`config.mk`:
```
export PLATFORM = sky130hd
export DESIGN_NAME = hsf_ctrl
export DESIGN_NICKNAME = d
export VERILOG_FILES = /design/src/rtl/hsf_pkg.sv /design/src/rtl/hsf_cmd.sv /design/src/rtl/hsf_chan.sv /design/src/rtl/hsf_ctrl.sv
export SDC_FILE = /design/constraint.sdc
export NUM_CORES = 1
export LEC_CHECK = 0
export CAP_MARGIN = 15
export CORE_UTILIZATION = 53
export DETAILED_ROUTE_END_ITERATION = 6
export PLACE_DENSITY = 0.84
export SLEW_MARGIN = 20
export SYNTH_ARGS = -nofsm -noshare
export SYNTH_HDL_FRONTEND = slang
export SYNTH_SLANG_ARGS = --single-unit
```
`constraint.sdc`:
```
create_clock -name clk -period 3.2 [get_ports clk]
set_input_delay 0.64 -clock clk [delete_from_list [all_inputs] [get_ports clk]]
set_output_delay 0.64 -clock clk [all_outputs]
set_load 0.02 [all_outputs]
```
`src/rtl/hsf_pkg.sv`:
```
package hsf_pkg;
  typedef enum logic [1:0] {
    CH_RUN   = 2'd0,
    CH_RETRY = 2'd1,
    CH_LATCH = 2'd2
  } ch_state_t;
endpackage

```
`src/rtl/hsf_cmd.sv`:
```
module hsf_cmd #(
  parameter int NCH = 4
) (
  input  logic [NCH-1:0] par_in,
  input  logic [NCH-1:0] in_en,
  input  logic [NCH-1:0] on_bit,
  input  logic [NCH-1:0] duty_ph,
  input  logic           pwm_en,
  output logic [NCH-1:0] cmd
);
  for (genvar g = 0; g < NCH; g++) begin : g_req
    always_comb begin
      cmd[g] = (((par_in[g] & in_en[g]) | on_bit[g]) & pwm_en)
             | (on_bit[g] & duty_ph[g] & pwm_en);
    end
  end
endmodule

```
`src/rtl/hsf_chan.sv`:
```
module hsf_chan
  import hsf_pkg::*;
#(
  parameter int TW          = 8,
  parameter int RETRY_LIMIT = 16,
  localparam int CW = $clog2(RETRY_LIMIT + 1)
) (
  input  logic          clk,
  input  logic          rst,
  input  logic          clr,
  input  logic          cmd,
  input  logic          sc,
  input  logic          oc,
  input  logic          ot,
  input  logic          ov_act,
  input  logic          ol_on,
  input  logic          ol_off,
  input  logic          shsup,
  input  logic          unlim,
  input  logic [TW-1:0] period,
  output logic          gate,
  output logic          lat,
  output logic          s_sc,
  output logic          s_ot,
  output logic          s_oc,
  output logic          s_ov,
  output logic          s_olon,
  output logic          s_oloff,
  output logic          s_shsup
);
  ch_state_t     st, st_n;
  logic [TW-1:0] tmr, tmr_n;
  logic [CW-1:0] cnt, cnt_n, cnt_inc;
  logic          gate_n;
  logic          run_sc, run_ot, run_oc;

  assign cnt_inc = cnt + CW'(1);
  assign run_sc  = (st == CH_RUN) & cmd & sc;
  assign run_ot  = (st == CH_RUN) & cmd & ot & ~sc;
  assign run_oc  = (st == CH_RUN) & cmd & oc & ~sc & ~ot;

  always_comb begin
    st_n   = st;
    tmr_n  = tmr;
    cnt_n  = cnt;
    gate_n = 1'b0;
    case (st)
      CH_RUN: begin
        if (run_sc || run_ot) begin
          st_n = CH_LATCH;
        end else if (run_oc) begin
          tmr_n = '0;
          if (unlim) begin
            st_n = CH_RETRY;
          end else begin
            cnt_n = cnt_inc;
            st_n  = (cnt_inc >= CW'(RETRY_LIMIT)) ? CH_LATCH : CH_RETRY;
          end
        end else if (ov_act) begin
          st_n  = CH_RETRY;
          tmr_n = '0;
        end else begin
          gate_n = cmd;
        end
      end
      CH_RETRY: begin
        if (ov_act) begin
          tmr_n = '0;
        end else if (({1'b0, tmr} + (TW+1)'(1)) >= {1'b0, period}) begin
          st_n  = CH_RUN;
          tmr_n = '0;
        end else begin
          tmr_n = tmr + TW'(1);
        end
      end
      default: st_n = CH_LATCH;
    endcase
  end

  always_ff @(posedge clk) begin
    if (rst || clr) begin
      st      <= CH_RUN;
      tmr     <= '0;
      cnt     <= '0;
      gate    <= 1'b0;
      s_sc    <= 1'b0;
      s_ot    <= 1'b0;
      s_oc    <= 1'b0;
      s_ov    <= 1'b0;
      s_olon  <= 1'b0;
      s_oloff <= 1'b0;
      s_shsup <= 1'b0;
    end else begin
      st      <= st_n;
      tmr     <= tmr_n;
      cnt     <= cnt_n;
      gate    <= gate_n;
      s_sc    <= s_sc | run_sc;
      s_ot    <= s_ot | run_ot;
      s_oc    <= s_oc | run_oc;
      s_ov    <= s_ov | ov_act;
      s_olon  <= s_olon | (gate & ol_on);
      s_oloff <= s_oloff | (~cmd & ol_off);
      s_shsup <= s_shsup | (~cmd & shsup);
    end
  end

  assign lat = (st == CH_LATCH);
endmodule

```
`src/rtl/hsf_ctrl.sv`:
```
module hsf_ctrl #(
  parameter int NCH         = 4,
  parameter int TW          = 8,
  parameter int RETRY_LIMIT = 16
) (
  input  logic           clk,
  input  logic           rst,
  input  logic [NCH-1:0] par_in,
  input  logic [NCH-1:0] in_en,
  input  logic [NCH-1:0] on_bit,
  input  logic [NCH-1:0] duty_ph,
  input  logic           pwm_en,
  input  logic [NCH-1:0] unlim_retry,
  input  logic           ov_dis,
  input  logic [TW-1:0]  retry_ticks,
  input  logic           fault_clr,
  input  logic           leave_fs,
  input  logic [NCH-1:0] sev_short,
  input  logic [NCH-1:0] over_cur,
  input  logic [NCH-1:0] over_temp,
  input  logic           over_volt,
  input  logic [NCH-1:0] ol_on,
  input  logic [NCH-1:0] ol_off,
  input  logic [NCH-1:0] sh_supply,
  output logic [NCH-1:0] gate_en,
  output logic           fault_n,
  output logic [NCH-1:0] st_latched,
  output logic [NCH-1:0] st_sc,
  output logic [NCH-1:0] st_ot,
  output logic [NCH-1:0] st_oc,
  output logic [NCH-1:0] st_ov,
  output logic [NCH-1:0] st_olon,
  output logic [NCH-1:0] st_oloff,
  output logic [NCH-1:0] st_shsup
);
  logic [NCH-1:0] cmd;
  logic           clr_any;
  logic           ov_act;

  assign clr_any = fault_clr | leave_fs;
  assign ov_act  = over_volt & ~ov_dis;

  hsf_cmd #(.NCH(NCH)) u_cmd (
    .par_in (par_in),
    .in_en  (in_en),
    .on_bit (on_bit),
    .duty_ph(duty_ph),
    .pwm_en (pwm_en),
    .cmd    (cmd)
  );

  for (genvar g = 0; g < NCH; g++) begin : g_ch
    hsf_chan #(.TW(TW), .RETRY_LIMIT(RETRY_LIMIT)) u_ch (
      .clk    (clk),
      .rst    (rst),
      .clr    (clr_any),
      .cmd    (cmd[g]),
      .sc     (sev_short[g]),
      .oc     (over_cur[g]),
      .ot     (over_temp[g]),
      .ov_act (ov_act),
      .ol_on  (ol_on[g]),
      .ol_off (ol_off[g]),
      .shsup  (sh_supply[g]),
      .unlim  (unlim_retry[g]),
      .period (retry_ticks),
      .gate   (gate_en[g]),
      .lat    (st_latched[g]),
      .s_sc   (st_sc[g]),
      .s_ot   (st_ot[g]),
      .s_oc   (st_oc[g]),
      .s_ov   (st_ov[g]),
      .s_olon (st_olon[g]),
      .s_oloff(st_oloff[g]),
      .s_shsup(st_shsup[g])
    );
  end

  always_ff @(posedge clk) begin
    if (rst) fault_n <= 1'b1;
    else     fault_n <= ~|st_latched;
  end
endmodule

```
Word-level counts from Yosys, hierarchy flattened
Cells that the tools add are included.

Equal/unequal tests: 28. Reduce and logical (&&, ||, !) cells: 31. Order comparisons: 8. Muxes and demuxes: 50. Add/subtract/negate cells: 12. Bitwise operators: 119.

Operators with widths (number): $mux 8 (17); $pmux 8 s2 (4); $and 1x1->1 (57); $mux 2 (25); $or 1x1->1 (37); $add 8x1->9 const B (4); $ge 9x8->1 (4); $add 8x1->8 const B (4); $not 1->1 (25); $reduce_and 3->1 (8); $add 5x1->5 const B (4); $ge 5x5->1 const B (4); $reduce_or 5->1 (4); $ne 2x2->1 const B (8); $pmux 2 s2 (4); $reduce_and 4->1 (4); $ne 4x3->1 const B (3); $ne 3x2->1 const B (3); $eq 2x1->1 const B (4); $eq 2x2->1 const B (4); $logic_not 2->1 (4); $ne 2x1->1 const B (4); $reduce_bool 2->1 (4); $logic_or 1x1->1 (5); 4 further kinds (4).

Word-level logic and storage cells: 293. Flip-flop bits (word level): 93. Output and inout port bits: 37.

Logic depth before layout (Yosys ltp)
Word-level depth: 11. Gate-level depth with buffers: 12. Depth with buffers taken out: 12.

Hierarchy
A second synthesis with hierarchy kept.

Cells, all modules: 619. Area total of the unflattened synthesis: 5312.6 um^2.

By module, submodules not included: hsf_chan (g_ch[0].u_ch ...) (area each 1303.8 um^2, cells each 154, instances 3, seq. area each 460.4 um^2); hsf_chan (g_ch[3].u_ch) (area each 1285.0 um^2, cells each 144, instances 1, seq. area each 460.4 um^2); hsf_cmd (area each 63.8 um^2, cells each 8, instances 1, seq. area each 0.0 um^2); hsf_ctrl (area each 52.6 um^2, cells each 5, instances 1, seq. area each 20.0 um^2).

Worst setup path before layout
OpenSTA, ideal clock, no wires.

Kind: register to register. From: reg g_ch[1].u_ch.tmr[0]. To: reg g_ch[1].u_ch.tmr[2]. Cell stages (with the launch flop): 13. Arrival: 2460 ps. Path slack: 683 ps. Cells stage by stage: dfxtp_1 ha_1 nand3_1 inv_1 and3_1 xor2_1 ha_1 a21oi_1 o21ai_0 a221oi_2 o2111ai_1 nor3b_1 a21o_1.

Cells in the longest elaborated chain, start to end: 5. Elaborated cells on any way between the ends: 6.

RTL lines: start, declared (line hsf_chan.sv:32) `logic [TW-1:0] tmr, tmr_n;`; start signal, assigned (line hsf_chan.sv:95) `tmr <= tmr_n;`; $add 8x1->9 (line hsf_chan.sv:69) `end else if (({1'b0, tmr} + (TW+1)'(1)) >= {1'b0, period}) begin`; $ge 9x8->1 (line hsf_chan.sv:69); $mux 8 * (line hsf_chan.sv:69); $mux 8 * (line hsf_chan.sv:67) `if (ov_act) begin`; $pmux 8 s2 * (line hsf_chan.sv:47) `case (st)`.

Every way passes the cells marked *; elsewhere a longest branch is shown, timed or not. A chain may end at the register's enable or synchronous reset.

Worst setup path after layout
Same ends and word-level chain as after synthesis.

==> results.yml <==
worst_setup_path:
  crit_required_ns: 3.51
  arrival_ns: 3.28
  reg2reg_to: "g_ch[1].u_ch.tmr[2]"
  r2r-start: "g_ch[1].u_ch.tmr[0]"
  crit_end: "g_ch[1].u_ch.tmr[2]"
  reg2reg_depth: 12
  crit_path_start_kind: "register"
  crit_path_max_fanout: 10
  worstSetupEndpointType: "register"
  critPathKind: "register to register"
  ff2ff_setup_slack_ns: 0.23
  critPathLaunch: "g_ch[1].u_ch.tmr[0]"
final_layout:
  finalNetCount: 753
  drive_gt1_frac: 0.05775
  fillCellCount: 766
  antenna_cells: 0
  area_growth_pct: 19.30
timing:
  setup-tns-final_ns: 0
  skew_ns: 0.005717
  finalWorstPathRequiredPeriod_ns: 2.965
  drv_slew: 0
  worstMarginPinSlew_ns: 0.6271
  setup_slack_ns: 0.2350
  max_freq_mhz: 337.3
  setup_viol: 0
  finalHoldViolations: 0
  slew_headroom: 0.5819
  min_period_over_period: 0.9266
  whs_ns: 0.4742
routing:
  wl_per_cell_um: 14.37
  vias_per_cell: 5.574
  wl_mm: 11.31
  dr.pass1.iters: 5
  antenna_left: 0
  drt_first_iter_violations: 152
  drc: 0
  vias: 4387
clock_network:
  path_clk_slew_ns: 0.09
  insertion_delay_ns: 0.36
  cts.htree.levels: 3
  cts_resized: 0
  numCtsBuffers: 9
  cts.sinks: 93
  cts_tree: "done"
  clk_path_buf_depth: 2
  cts-root-buf: "clkbuf_8"
  ctsHoldBuffers: 0
  post_cts_buffers: 0
logic_synthesis:
  syn_area_um2: 5102
  synth-seq-cells: 93
  syn-num-nets: 693
  synthFlopType: "dfxtp_1"
  yosysSeqAreaShare: 0.3649
  syn_area_per_cell_um2: 8.590
  async_flop_share: 0
  postSynthCellCount: 594
  synth_edf_count: 0
  ys_types: 58
  ys_warn_count: 0
placement:
  post-place-ws_ns: 0.1394
  portBuffers: 91
  place_congestion: 0.8619
  post-dp-hpwl_mm: 8.701
die:
  boundaryPins: 96
  rows: 35
  die_w_um: 100.1
  dieArea_um2: 10020
  die_height_um: 100.1
  core-area_um2: 9284
  start_util: 0.5496
grt:
  antenna_found_initial: 0
  grt_pass1_wl_mm: 18.74
  gr-total-overflow: 0
  grt_pass1_vias: 4175
  grt_max_degree: 57
  grt_usage: 0.2359
power_and_ir_drop:
  leakagePower_uw: 0.002528
  power_uw: 2115
  p_per_area_nw_per_um2: 347.5
  peakVddDrop_v: 0.0002352
min_path:
  min_path_type: "register to register"
  min-delay-start: "g_ch[2].u_ch.s_shsup"
job:
  cap_violations: 0
status:
  status: "completed"
==> logic make-up (layout without fill, tap and decap cells) <==
logic type | Yosys count | after routing | share of synthesized area
simple gates | 228 | 228 | 0.2180
mux | 6 | 6 | 0.01226
buf+inv | 71 | 135 | 0.08092
fa+ha+maj | 40 | 40 | 0.09809
xor+xnor | 41 | 41 | 0.07038
compound gates | 115 | 115 | 0.1555
flops | 93 | 93 | 0.3649
==> worst min-delay path by stage <==
stage / to / cells past startpoint
finish: g_ch[2].u_ch.s_shsup / 2
global route: g_ch[3].u_ch.s_oc / 2
CTS: g_ch[3].u_ch.s_oc / 2
detailed placement: g_ch[3].u_ch.s_oc / 2
global placement: g_ch[1].u_ch.s_shsup / 2
floorplan: g_ch[0].u_ch.s_oloff / 2
==> through the flow <==
stage               utilization  area [µm²]  std cells
floorplan                     -        5102        594
global placement         0.6353        5898        772
detailed placement       0.6353        5898        772
CTS                      0.6538        6070        787
global route             0.6557        6087        787
finish                   0.6557        6087        787
==> critical path, cell delays in order, from the launching register on <==
cell and delay [ns]:
dfxtp_1 0.39, ha_1 0.25, nand3_1 0.18, inv_1 0.12
and3_1 0.18, xor2_1 0.24, ha_1 0.29, a21oi_1 0.12
o21ai_0 0.12, a221oi_2 0.41, o2111ai_4 0.26, nor3b_1 0.26
a21o_1 0.10
==> layout make-up <==
class | count | area, µm² | share of cell area
Clock buffer | 9 | 123.9 | 0.02035
Clock inverter | 6 | 47.55 | 0.007811
Inverter | 22 | 82.58 | 0.01357
Multi-Input combinational cell | 430 | 2846 | 0.4676
Sequential cell | 93 | 1862 | 0.3059
Tap cell | 129 | 161.4 | 0.02652
Timing Repair Buffer | 98 | 963.4 | 0.1583
==> where the power goes <==
group          total (µW)  internal [µW]  switching [µW]
registers            1170           1160            7.24
clock network         703            283             421
logic                 240            119             120
==> cell usage after synthesis (3+ instances only) <==
library cell	instances	share of area
o21ai_0	18	0.018
buf_4	36	0.053
a21oi_1	31	0.030
inv_1	22	0.016
nor2b_1	12	0.015
dfxtp_1	93	0.36
nand2_1	46	0.034
nor3_1	11	0.011
mux2i_1	4	0.0078
or2_2	4	0.0049
o21a_1	3	0.0044
a22o_1	9	0.015
nand4_1	9	0.011
a21o_1	8	0.012
and3_1	15	0.018
nand3_1	19	0.019
a32o_1	4	0.0078
clkbuf_1	9	0.0066
ha_1	40	0.098
xnor2_1	17	0.029
nor2_1	83	0.061
xor2_1	24	0.041
a32oi_1	3	0.0052
nand2b_1	13	0.016
or3_1	4	0.0049
a31oi_1	12	0.015
==> metal layers <==
metal / up-vias / GRT usage / part of all wire
met4: 0 / 0.1081 / 0.024
met3: 22 / 0.03621 / 0.050
li1: 2162 / - / -
met2: 146 / 0.4220 / 0.50
met1: 2057 / 0.2771 / 0.43
met5: - / 0 / 0
==> layout by cell type (no fill, tap or decap), types with 3 or more instances in the layout <==
master	instances
or3_1	3
dfxtp_1	93
mux2i_1	4
a31oi_1	12
buf_4	7
clkinvlp_4	4
a21o_1	8
o21ai_0	18
nand3_1	19
o21a_1	3
clkdlybuf4s50_1	91
or2_2	4
and3_1	15
a32o_1	4
nor3_1	11
a21oi_1	31
clkbuf_8	9
xor2_1	24
xnor2_1	17
inv_1	22
a22o_1	9
nand2_1	46
a32oi_1	3
ha_1	40
nand4_1	9
nor2b_1	12
nor2_1	83
nand2b_1	13
==> registers in the layout, indices dropped and copies added (netlist names) <==
name / cells
g_ch.u_ch.gate: 4
g_ch.u_ch.s_shsup: 4
g_ch.u_ch.s_olon: 4
g_ch.u_ch.s_ot: 4
g_ch.u_ch.cnt: 20
fault_n: 1
g_ch.u_ch.tmr: 32
g_ch.u_ch.s_oc: 4
g_ch.u_ch.s_sc: 4
g_ch.u_ch.s_oloff: 4
g_ch.u_ch.s_ov: 4
g_ch.u_ch.st: 8
Note: power is estimated with default switching activity, not from simulation.
